`src/rtl/sclgen_pkg.sv`:
```
package sclgen_pkg;
  localparam int SAMP_W    = 3;
  localparam int STEP_W    = 6;
  localparam int HS_STEP_W = 3;

  typedef struct packed {
    logic              hs;
    logic [SAMP_W-1:0] samp_m1;
    logic [STEP_W-1:0] step_m1;
  } tcfg_t;
endpackage

```
`src/rtl/sclgen_prescale.sv`:
```
module sclgen_prescale #(
  parameter int DIV = 2
) (
  input  logic clk_i,
  input  logic rst_ni,
  input  logic run_i,
  output logic tick_o,
  output logic first_o
);
  generate
    if (DIV <= 1) begin : g_bypass
      assign tick_o  = run_i;
      assign first_o = 1'b1;
    end else begin : g_count
      localparam int CW = $clog2(DIV);
      localparam logic [CW-1:0] LAST = CW'(DIV - 1);
      logic [CW-1:0] cnt_q, cnt_d;

      always_comb begin
        cnt_d = cnt_q;
        if (!run_i)             cnt_d = '0;
        else if (cnt_q == LAST) cnt_d = '0;
        else                    cnt_d = cnt_q + 1'b1;
      end

      always_ff @(posedge clk_i or negedge rst_ni) begin
        if (!rst_ni) cnt_q <= '0;
        else         cnt_q <= cnt_d;
      end

      assign tick_o  = run_i && (cnt_q == LAST);
      assign first_o = (cnt_q == '0);
    end
  endgenerate
endmodule

```
`src/rtl/sclgen_modcnt.sv`:
```
module sclgen_modcnt #(
  parameter int W = 6
) (
  input  logic         clk_i,
  input  logic         rst_ni,
  input  logic         clr_i,
  input  logic         adv_i,
  input  logic [W-1:0] last_i,
  output logic [W-1:0] val_o,
  output logic         wrap_o
);
  logic [W-1:0] val_q, val_d;

  assign wrap_o = adv_i && (val_q == last_i);

  always_comb begin
    val_d = val_q;
    if (clr_i)       val_d = '0;
    else if (wrap_o) val_d = '0;
    else if (adv_i)  val_d = val_q + 1'b1;
  end

  always_ff @(posedge clk_i or negedge rst_ni) begin
    if (!rst_ni) val_q <= '0;
    else         val_q <= val_d;
  end

  assign val_o = val_q;
endmodule

```
`src/rtl/sclgen_cfgsel.sv`:
```
module sclgen_cfgsel
  import sclgen_pkg::*;
(
  input  logic [15:0] norm_cfg_i,
  input  logic [15:0] hs_cfg_i,
  output tcfg_t       cfg_o
);
  always_comb begin
    cfg_o.hs = (hs_cfg_i[1:0] == 2'b11);
    if (cfg_o.hs) begin
      cfg_o.samp_m1 = hs_cfg_i[14:12];
      cfg_o.step_m1 = {{(STEP_W-HS_STEP_W){1'b0}}, hs_cfg_i[10:8]};
    end else begin
      cfg_o.samp_m1 = norm_cfg_i[10:8];
      cfg_o.step_m1 = norm_cfg_i[5:0];
    end
  end
endmodule

```
`src/rtl/i2c_scl_timer.sv`:
```
module i2c_scl_timer
  import sclgen_pkg::*;
#(
  parameter int PREDIV = 2
) (
  input  logic        clk_i,
  input  logic        rst_ni,
  input  logic        run_i,
  input  logic [15:0] norm_cfg_i,
  input  logic [15:0] hs_cfg_i,
  output logic        half_tick_o,
  output logic        sample_o,
  output logic        scl_high_o,
  output logic        hs_mode_o
);
  logic [1:0] rst_sync_q;
  logic       rst_n;

  always_ff @(posedge clk_i or negedge rst_ni) begin
    if (!rst_ni) rst_sync_q <= 2'b00;
    else         rst_sync_q <= {rst_sync_q[0], 1'b1};
  end
  assign rst_n = rst_sync_q[1];

  tcfg_t cfg_new, cfg_q, cfg_d;
  logic  phase_q, phase_d;
  logic  pre_tick, pre_first;
  logic  step_wrap, half_end;
  logic [STEP_W-1:0] step_val;
  logic [SAMP_W-1:0] intv_val;
  logic              cfg_en;

  sclgen_cfgsel u_sel (
    .norm_cfg_i (norm_cfg_i),
    .hs_cfg_i   (hs_cfg_i),
    .cfg_o      (cfg_new)
  );

  sclgen_prescale #(.DIV(PREDIV)) u_pre (
    .clk_i   (clk_i),
    .rst_ni  (rst_n),
    .run_i   (run_i),
    .tick_o  (pre_tick),
    .first_o (pre_first)
  );

  sclgen_modcnt #(.W(STEP_W)) u_step (
    .clk_i  (clk_i),
    .rst_ni (rst_n),
    .clr_i  (!run_i),
    .adv_i  (pre_tick),
    .last_i (cfg_q.step_m1),
    .val_o  (step_val),
    .wrap_o (step_wrap)
  );

  sclgen_modcnt #(.W(SAMP_W)) u_intv (
    .clk_i  (clk_i),
    .rst_ni (rst_n),
    .clr_i  (!run_i),
    .adv_i  (step_wrap),
    .last_i (cfg_q.samp_m1),
    .val_o  (intv_val),
    .wrap_o (half_end)
  );

  // configuration is taken only while idle or at a half boundary
  assign cfg_en = !run_i || half_end;

  always_comb begin
    cfg_d   = cfg_en ? cfg_new : cfg_q;
    phase_d = phase_q;
    if (!run_i)        phase_d = 1'b0;
    else if (half_end) phase_d = !phase_q;
  end

  always_ff @(posedge clk_i or negedge rst_n) begin
    if (!rst_n) begin
      cfg_q   <= '0;
      phase_q <= 1'b0;
    end else begin
      cfg_q   <= cfg_d;
      phase_q <= phase_d;
    end
  end

  assign half_tick_o = half_end;
  assign sample_o    = run_i && phase_q && pre_first && (step_val == '0) &&
                       (intv_val == (cfg_q.samp_m1 >> 1));
  assign scl_high_o  = phase_q;
  assign hs_mode_o   = cfg_q.hs;
endmodule

```
`config.mk`:
```
export PLATFORM = sky130hd
export DESIGN_NAME = i2c_scl_timer
export DESIGN_NICKNAME = d
export VERILOG_FILES = /design/src/rtl/sclgen_pkg.sv /design/src/rtl/sclgen_prescale.sv /design/src/rtl/sclgen_modcnt.sv /design/src/rtl/sclgen_cfgsel.sv /design/src/rtl/i2c_scl_timer.sv
export SDC_FILE = /design/constraint.sdc
export NUM_CORES = 1
export LEC_CHECK = 0
export BUFFER_PORTS_ARGS = -buffer_cell sky130_fd_sc_hd__buf_4
export CAP_MARGIN = 20
export CORE_ASPECT_RATIO = 1.25
export CORE_MARGIN = 10
export CORE_UTILIZATION = 48
export CTS_BUF_LIST = sky130_fd_sc_hd__clkbuf_2
export CTS_CLUSTER_SIZE = 8
export DETAILED_ROUTE_END_ITERATION = 16
export PLACE_DENSITY = 0.84
export RECOVER_POWER = 25
export SYNTH_ARGS = -nofsm -noshare
export SYNTH_HDL_FRONTEND = slang
export SYNTH_SLANG_ARGS = --single-unit
```
`constraint.sdc`:
```
create_clock -name clk_i -period 1.3 [get_ports clk_i]
set_clock_uncertainty 0.15 [all_clocks]
set_input_delay 0.195 -clock clk_i [delete_from_list [all_inputs] [get_ports clk_i]]
set_output_delay 0.195 -clock clk_i [all_outputs]
set_load 0.02 [all_outputs]
```
# Word-level counts from Yosys, hierarchy flattened
# Index checks and enable logic that the tools add are counted.
[word_totals]
elab_cells = 41
reg_bits = 23
inputBits = 35
[classes]
mux = 11
reduce_logical = 11
bitwise_logic = 1
addsub = 3
eq_ne = 7
[op_table]
columns = ["cell", "count"]
rows = [
  ["6-bit 2-to-1 mux", 3],
  ["3-bit 2-to-1 mux", 3],
  ["9-bit 2-to-1 mux", 1],
  ["1-bit logical AND", 7],
  ["6-bit by 1-bit adder with 6-bit output, second input constant", 1],
  ["6-bit equality test", 1],
  ["6-bit logical NOT", 1],
  ["3-bit by 1-bit inequality test with 1-bit output, second input constant", 2],
  ["1-bit 2-to-1 mux", 4],
  ["3-bit by 1-bit adder with 3-bit output, second input constant", 1],
  ["3-bit by 2-bit equality test with 1-bit output", 1],
  ["3-bit equality test", 1],
  ["2-bit equality test, second input constant", 1],
  ["1-bit logical NOT", 2],
  ["2-bit by 1-bit inequality test with 1-bit output, second input constant", 1],
  ["1-bit adder, second input constant", 1],
  ["1-bit logical OR", 1],
  ["1-bit NOT", 1],
]

# Longest topological paths before layout
[logic_depth]
ltp_word = 5
ltp_mapped = 6
mapped_depth_nobuf = 5

# Cells and area by module
# From an unflattened synthesis, not the netlist that was laid out.
[hier_totals]
cells_unflattened = 111
hier_area_um2 = 1313.8
[by_module_without_submodules]
columns = ["module", "area_per_inst_um2", "n_inst", "cells_per_inst"]
rows = [
  ["i2c_scl_timer", 524.3, 1, 35],
  ["sclgen_modcnt (u_step)", 384.1, 1, 39],
  ["sclgen_modcnt (u_intv)", 236.5, 1, 22],
  ["sclgen_cfgsel", 127.6, 1, 11],
  ["sclgen_prescale", 41.3, 1, 4],
]

# Worst setup path before layout
# Ideal clock, no wire load.
[synth_timing]
kind = "register -> output"
startpoint = "register u_step.val_q[1] (netlist: u_step.val_o[1])"
endpoint = "output half_tick_o"
required_time_ns = 0.955
setup_slack_ns = -0.605
t_arrival_ns = 1.560
n_path_buf = 0
path_stages_with_launch = 4
cell_sequence = "dfrtp_1 > xnor2_1 > nand4_2 > nor4_1"
[synth_via]
elab_chain_len = 3
[synth_rtl]
columns = ["item", "line", "rtl"]
rows = [
  ["from (decl)", "sclgen_modcnt.sv:12", "logic [W-1:0] val_q, val_d;"],
  ["from (signal assigned)", "sclgen_modcnt.sv:25", "else val_q <= val_d;"],
  ["6-bit equality test", "sclgen_modcnt.sv:14", "assign wrap_o = adv_i && (val_q == last_i);"],
  ["1-bit logical AND (2 in series)", "sclgen_modcnt.sv:14", ""],
  ["to (decl)", "i2c_scl_timer.sv:11", "output logic half_tick_o,"],
]
# Every way passes these cells.

# Worst setup path in the final report
[layout_timing]
startpoint = "register cfg_q[8] (netlist name)"
endpoint = "output half_tick_o"
[layout_via]
elab_chain_len = 2
[layout_rtl]
columns = ["item", "line", "rtl"]
rows = [
  ["from (decl)", "i2c_scl_timer.sv:25", "tcfg_t cfg_new, cfg_q, cfg_d;"],
  ["from (signal assigned)", "i2c_scl_timer.sv:82", "cfg_q <= cfg_d;"],
  ["3-bit equality test", "sclgen_modcnt.sv:14", ""],
  ["1-bit logical AND", "sclgen_modcnt.sv:14", ""],
]
# Every way passes these cells.

==> flow_metrics.py <==
metrics = {
    "run_status": {
        "status": "finished with violations",
        "violations": "negative setup slack",
    },
    "clock_tree": {
        "clockBufferDepth": 2,
        "path_clk_slew_ns": 0.22,
        "tritoncts": "built",
        "h-tree-depth": 1,
        "clock_latency_ns": 0.36,
        "cts_sinks": 23,
        "numCtsBuffers": 3,
        "cts_root_buffer": "clkbuf_2",
    },
    "critical_path": {
        "regToRegStartpoint": "u_step.val_o[1]",
        "crit_family": "flip-flops",
        "critical_path_class": "flip-flop to output pin",
        "cp.buffers_inverters": 2,
        "critPathMaxStageDelay_ns": 0.47,
        "path_max_fanout": 2,
        "worst_r2r_endpoint": "cfg_q[7]",
        "worst_ep_arrival_time_ns": 1.70,
        "crit_slowest_cell": "dfrtp_1",
        "cp-end-kind": "output pin",
        "regToRegSetupSlack_ns": -0.69,
        "cp_cell_sequence": "xnor2_2, nand4_1, buf_6, nor4_4, buf_4",
        "critPathRequiredTime_ns": 0.95,
        "crit_path_start_kind": "flip-flop",
        "ff2ff_path_depth": 7,
    },
    "die": {
        "die_h_um": 79.2,
        "pin_count": 39,
        "coreArea_sq_um": 2680,
        "rows": 21,
        "die_w_um": 67.4,
        "die-area_sq_um": 5340,
        "initial_core_util_pct": 50.3,
    },
    "power": {
        "net-switching-power_mw": 0.535,
        "clkPwrFrac_pct": 18.1,
        "power.internal_mw": 1.18,
        "powerDensity_nw_per_um2": 795,
        "max-vdd-ir-drop_uv": 583,
        "sw_frac_of_total_pct": 31.2,
        "p_total_mw": 1.72,
        "seq_power_share_pct": 47.5,
        "p_leak_nw": 1.02,
        "power_frac_comb_pct": 34.4,
    },
    "final_layout": {
        "syn2layout_area_growth_pct": 60.2,
        "antennaDiodeCount": 0,
        "nNetsFinal": 236,
        "fin_area_sq_um": 2160,
        "multi_input_comb_area_sq_um": 896,
        "fin_util_pct": 80.5,
        "layout.cells.non_filler": 231,
        "seqCellArea_sq_um": 578,
        "fillers": 153,
        "layout-drive-gt1-share_pct": 55.3,
    },
    "timing": {
        "layout_setup_ws_ns": -0.746,
        "slew_headroom_pct": 63.8,
        "period_minus_slack_ns": 2.05,
        "setup_violations": 23,
        "fin_crit_sh_pct": 157,
        "fmaxAchievable_mhz": 489,
        "setup-tns-final_ns": -12.45,
        "rsz0062_at_grt": "yes",
        "report.final.slew_viol_count": 0,
        "whs_ns": 0.0285,
        "finalHoldViolations": 0,
        "worstMarginPinSlew_ns": 0.544,
    },
    "drt": {
        "drt-initial-drc-count": 145,
        "wirelength_um": 4350,
        "drc": 0,
        "vias": 1282,
        "first_pass_iters": 4,
        "postRouteAntennaNets": 0,
        "vias_per_cell": 5.55,
        "wire_per_inst_um": 18.8,
    },
    "placed_design": {
        "place_congestion": 0.934,
        "postPlaceCellArea_sq_um": 1850,
        "place_hpwl_um": 2600,
        "dp_slack_ns": -0.542,
        "portBuffers": 23,
        "placed_cells": 213,
    },
    "worst_hold_path": {
        "hold_end": "cfg_q[0]",
        "whs_path_depth": 3,
        "min-delay-start": "hs_cfg_i[8]",
        "hp-class": "input pin to flip-flop",
    },
    "logic_synthesis": {
        "syn-instance-count": 128,
        "synth_area_sq_um": 1350,
        "ys_ff_latch": 23,
        "seq_area_frac_synth_pct": 42.7,
        "avgSynthCellArea_sq_um": 10.5,
        "syn_nets": 166,
        "synthDistinctLibCells": 36,
        "yosys_warnings": 0,
    },
    "global_routing": {
        "grt_max_degree": 22,
        "grt_usage_pct": 16.3,
        "grt_pass1_vias": 1478,
        "grt-ovfl-total": 0,
        "antenna_found_initial": 0,
        "grt_pass1_wl_um": 6840,
    },
    "job": {
        "cap_violations": 0,
    },
}
## metal layers
layer / track usage [%] / vias to the layer above / share of wire [%]
met3: 3.37 / 13 / 5.1
met2: 30.4 / 53 / 54
met5: 0 / - / 0
met4: 5.35 / 0 / 3.2
li1: - / 593 / -
met1: 17.2 / 623 / 38
## worst max path at each step
stage / cells after the start / slack (ns) / from / endpoint
floorplan: 6 / -0.47 / u_step.val_o[3] / cfg_q[0]
global placement: 5 / -0.50 / cfg_q[7] / cfg_q[7]
detailed placement: 5 / -0.54 / cfg_q[7] / cfg_q[7]
CTS: 5 / -0.72 / u_step.val_o[0] / half_tick_o
global route: 5 / -0.86 / cfg_q[7] / half_tick_o
finish: 5 / -0.75 / cfg_q[8] / half_tick_o
## flip-flops by register name, summed over array words and instances, names as in the netlist
| signal | count |
|---|---|
| u_pre.g_count.cnt_q | 1 |
| cfg_q | 9 |
| u_step.val_o | 6 |
| rst_sync_q | 2 |
| scl_high_o | 1 |
| u_intv.val_o | 3 |
| hs_mode_o | 1 |
## layout by cell type (no fill, tap or decap), types with 2 or more instances in the layout
master | netlist | final
a21oi_1 | 5 | 4
and3_1 | 3 | 3
buf_4 | 0 | 50
buf_6 | 2 | 10
clkbuf_2 | 0 | 5
dfrtp_1 | 23 | 21
dfrtp_2 | 0 | 2
dlygate4sd3_1 | 0 | 6
ha_1 | 3 | 3
inv_1 | 8 | 7
mux2_2 | 6 | 6
mux2_4 | 6 | 6
mux2i_1 | 5 | 5
nand2_1 | 13 | 11
nand2_2 | 0 | 2
nand3_1 | 3 | 3
nand4_1 | 2 | 2
nor2_1 | 4 | 3
nor3_4 | 0 | 2
o211ai_1 | 3 | 3
o21ai_0 | 5 | 2
o21ai_1 | 0 | 3
o22ai_2 | 0 | 3
or4_4 | 0 | 2
xnor2_2 | 2 | 8
## power groups by stage
stage | clock, mW | sequential, mW | combinational, mW
after floorplan | 0 | 0.832 | 0.238
after global placement | 0 | 0.820 | 0.428
after detailed placement | 0 | 0.822 | 0.444
after CTS | 0.309 | 0.813 | 0.534
after global routing | 0.337 | 0.822 | 0.633
final | 0.310 | 0.815 | 0.590
## kinds of logic (layout without fill, tap and decap cells)
group / Yosys count / in the layout / share of synthesized area [%]
AOI/OAI and AO/OA: 18 / 18 / 8.17
xor gates and xnor gates: 11 / 11 / 8.26
adders and majority gates: 3 / 3 / 2.79
buffers and inverters: 13 / 82 / 4.83
DFF: 23 / 23 / 42.7
muxes: 17 / 17 / 15.4
other: 1 / 1 / 0.278
and+or+nand+nor: 42 / 42 / 17.5
## cell type report
type,count,area share [%]
timing repair buffer,69,27.2
tap,34,1.97
multi-input combinational,92,41.5
clock buffer,4,0.928
inverter,9,1.57
sequential,23,26.8
## timing repair
action                     4_1_cts  5_1_grt
setup buffers                    6        3
gates resized for setup         25       13
hold buffers                     6        0
setup endpoints to repair       23       24
pin swaps                       14        4
hold endpoints to repair         7        0
## Yosys cell counts, drive strengths merged
| cell | number | area, sq um |
|---|---|---|
| nand4 | 3 | 25.0 |
| mux2i | 5 | 50.1 |
| xor2 | 1 | 8.76 |
| ha | 3 | 37.5 |
| or4 | 3 | 22.5 |
| a31oi | 1 | 6.26 |
| mux2 | 12 | 158 |
| a21oi | 5 | 25.0 |
| nand3 | 3 | 15.0 |
| and3 | 3 | 18.8 |
| nor4 | 3 | 18.8 |
| nand2 | 13 | 48.8 |
| o22ai | 3 | 18.8 |
| nand3b | 1 | 7.51 |
| xnor2 | 10 | 103 |
| and3b | 1 | 8.76 |
| dfrtp | 23 | 576 |
| clkinv | 1 | 3.75 |
| nor2b | 1 | 6.26 |
| o21ai | 5 | 25.0 |
| nand2b | 1 | 6.26 |
| clkbuf | 1 | 3.75 |
| or3 | 1 | 6.26 |
| o31ai | 1 | 12.5 |
| o211ai | 3 | 22.5 |
| and4 | 1 | 10.0 |
| buf | 3 | 27.5 |
| inv | 8 | 30.0 |
| nor2 | 4 | 15.0 |
| nor4b | 2 | 17.5 |
| nor3 | 2 | 10.0 |
| conb | 1 | 3.75 |
## worst min-delay path, stage by stage
cell and delay, ns:
buf_4 0.07, mux2_2 0.13, mux2_4 0.13
Note: power is estimated with default switching activity, not from simulation.
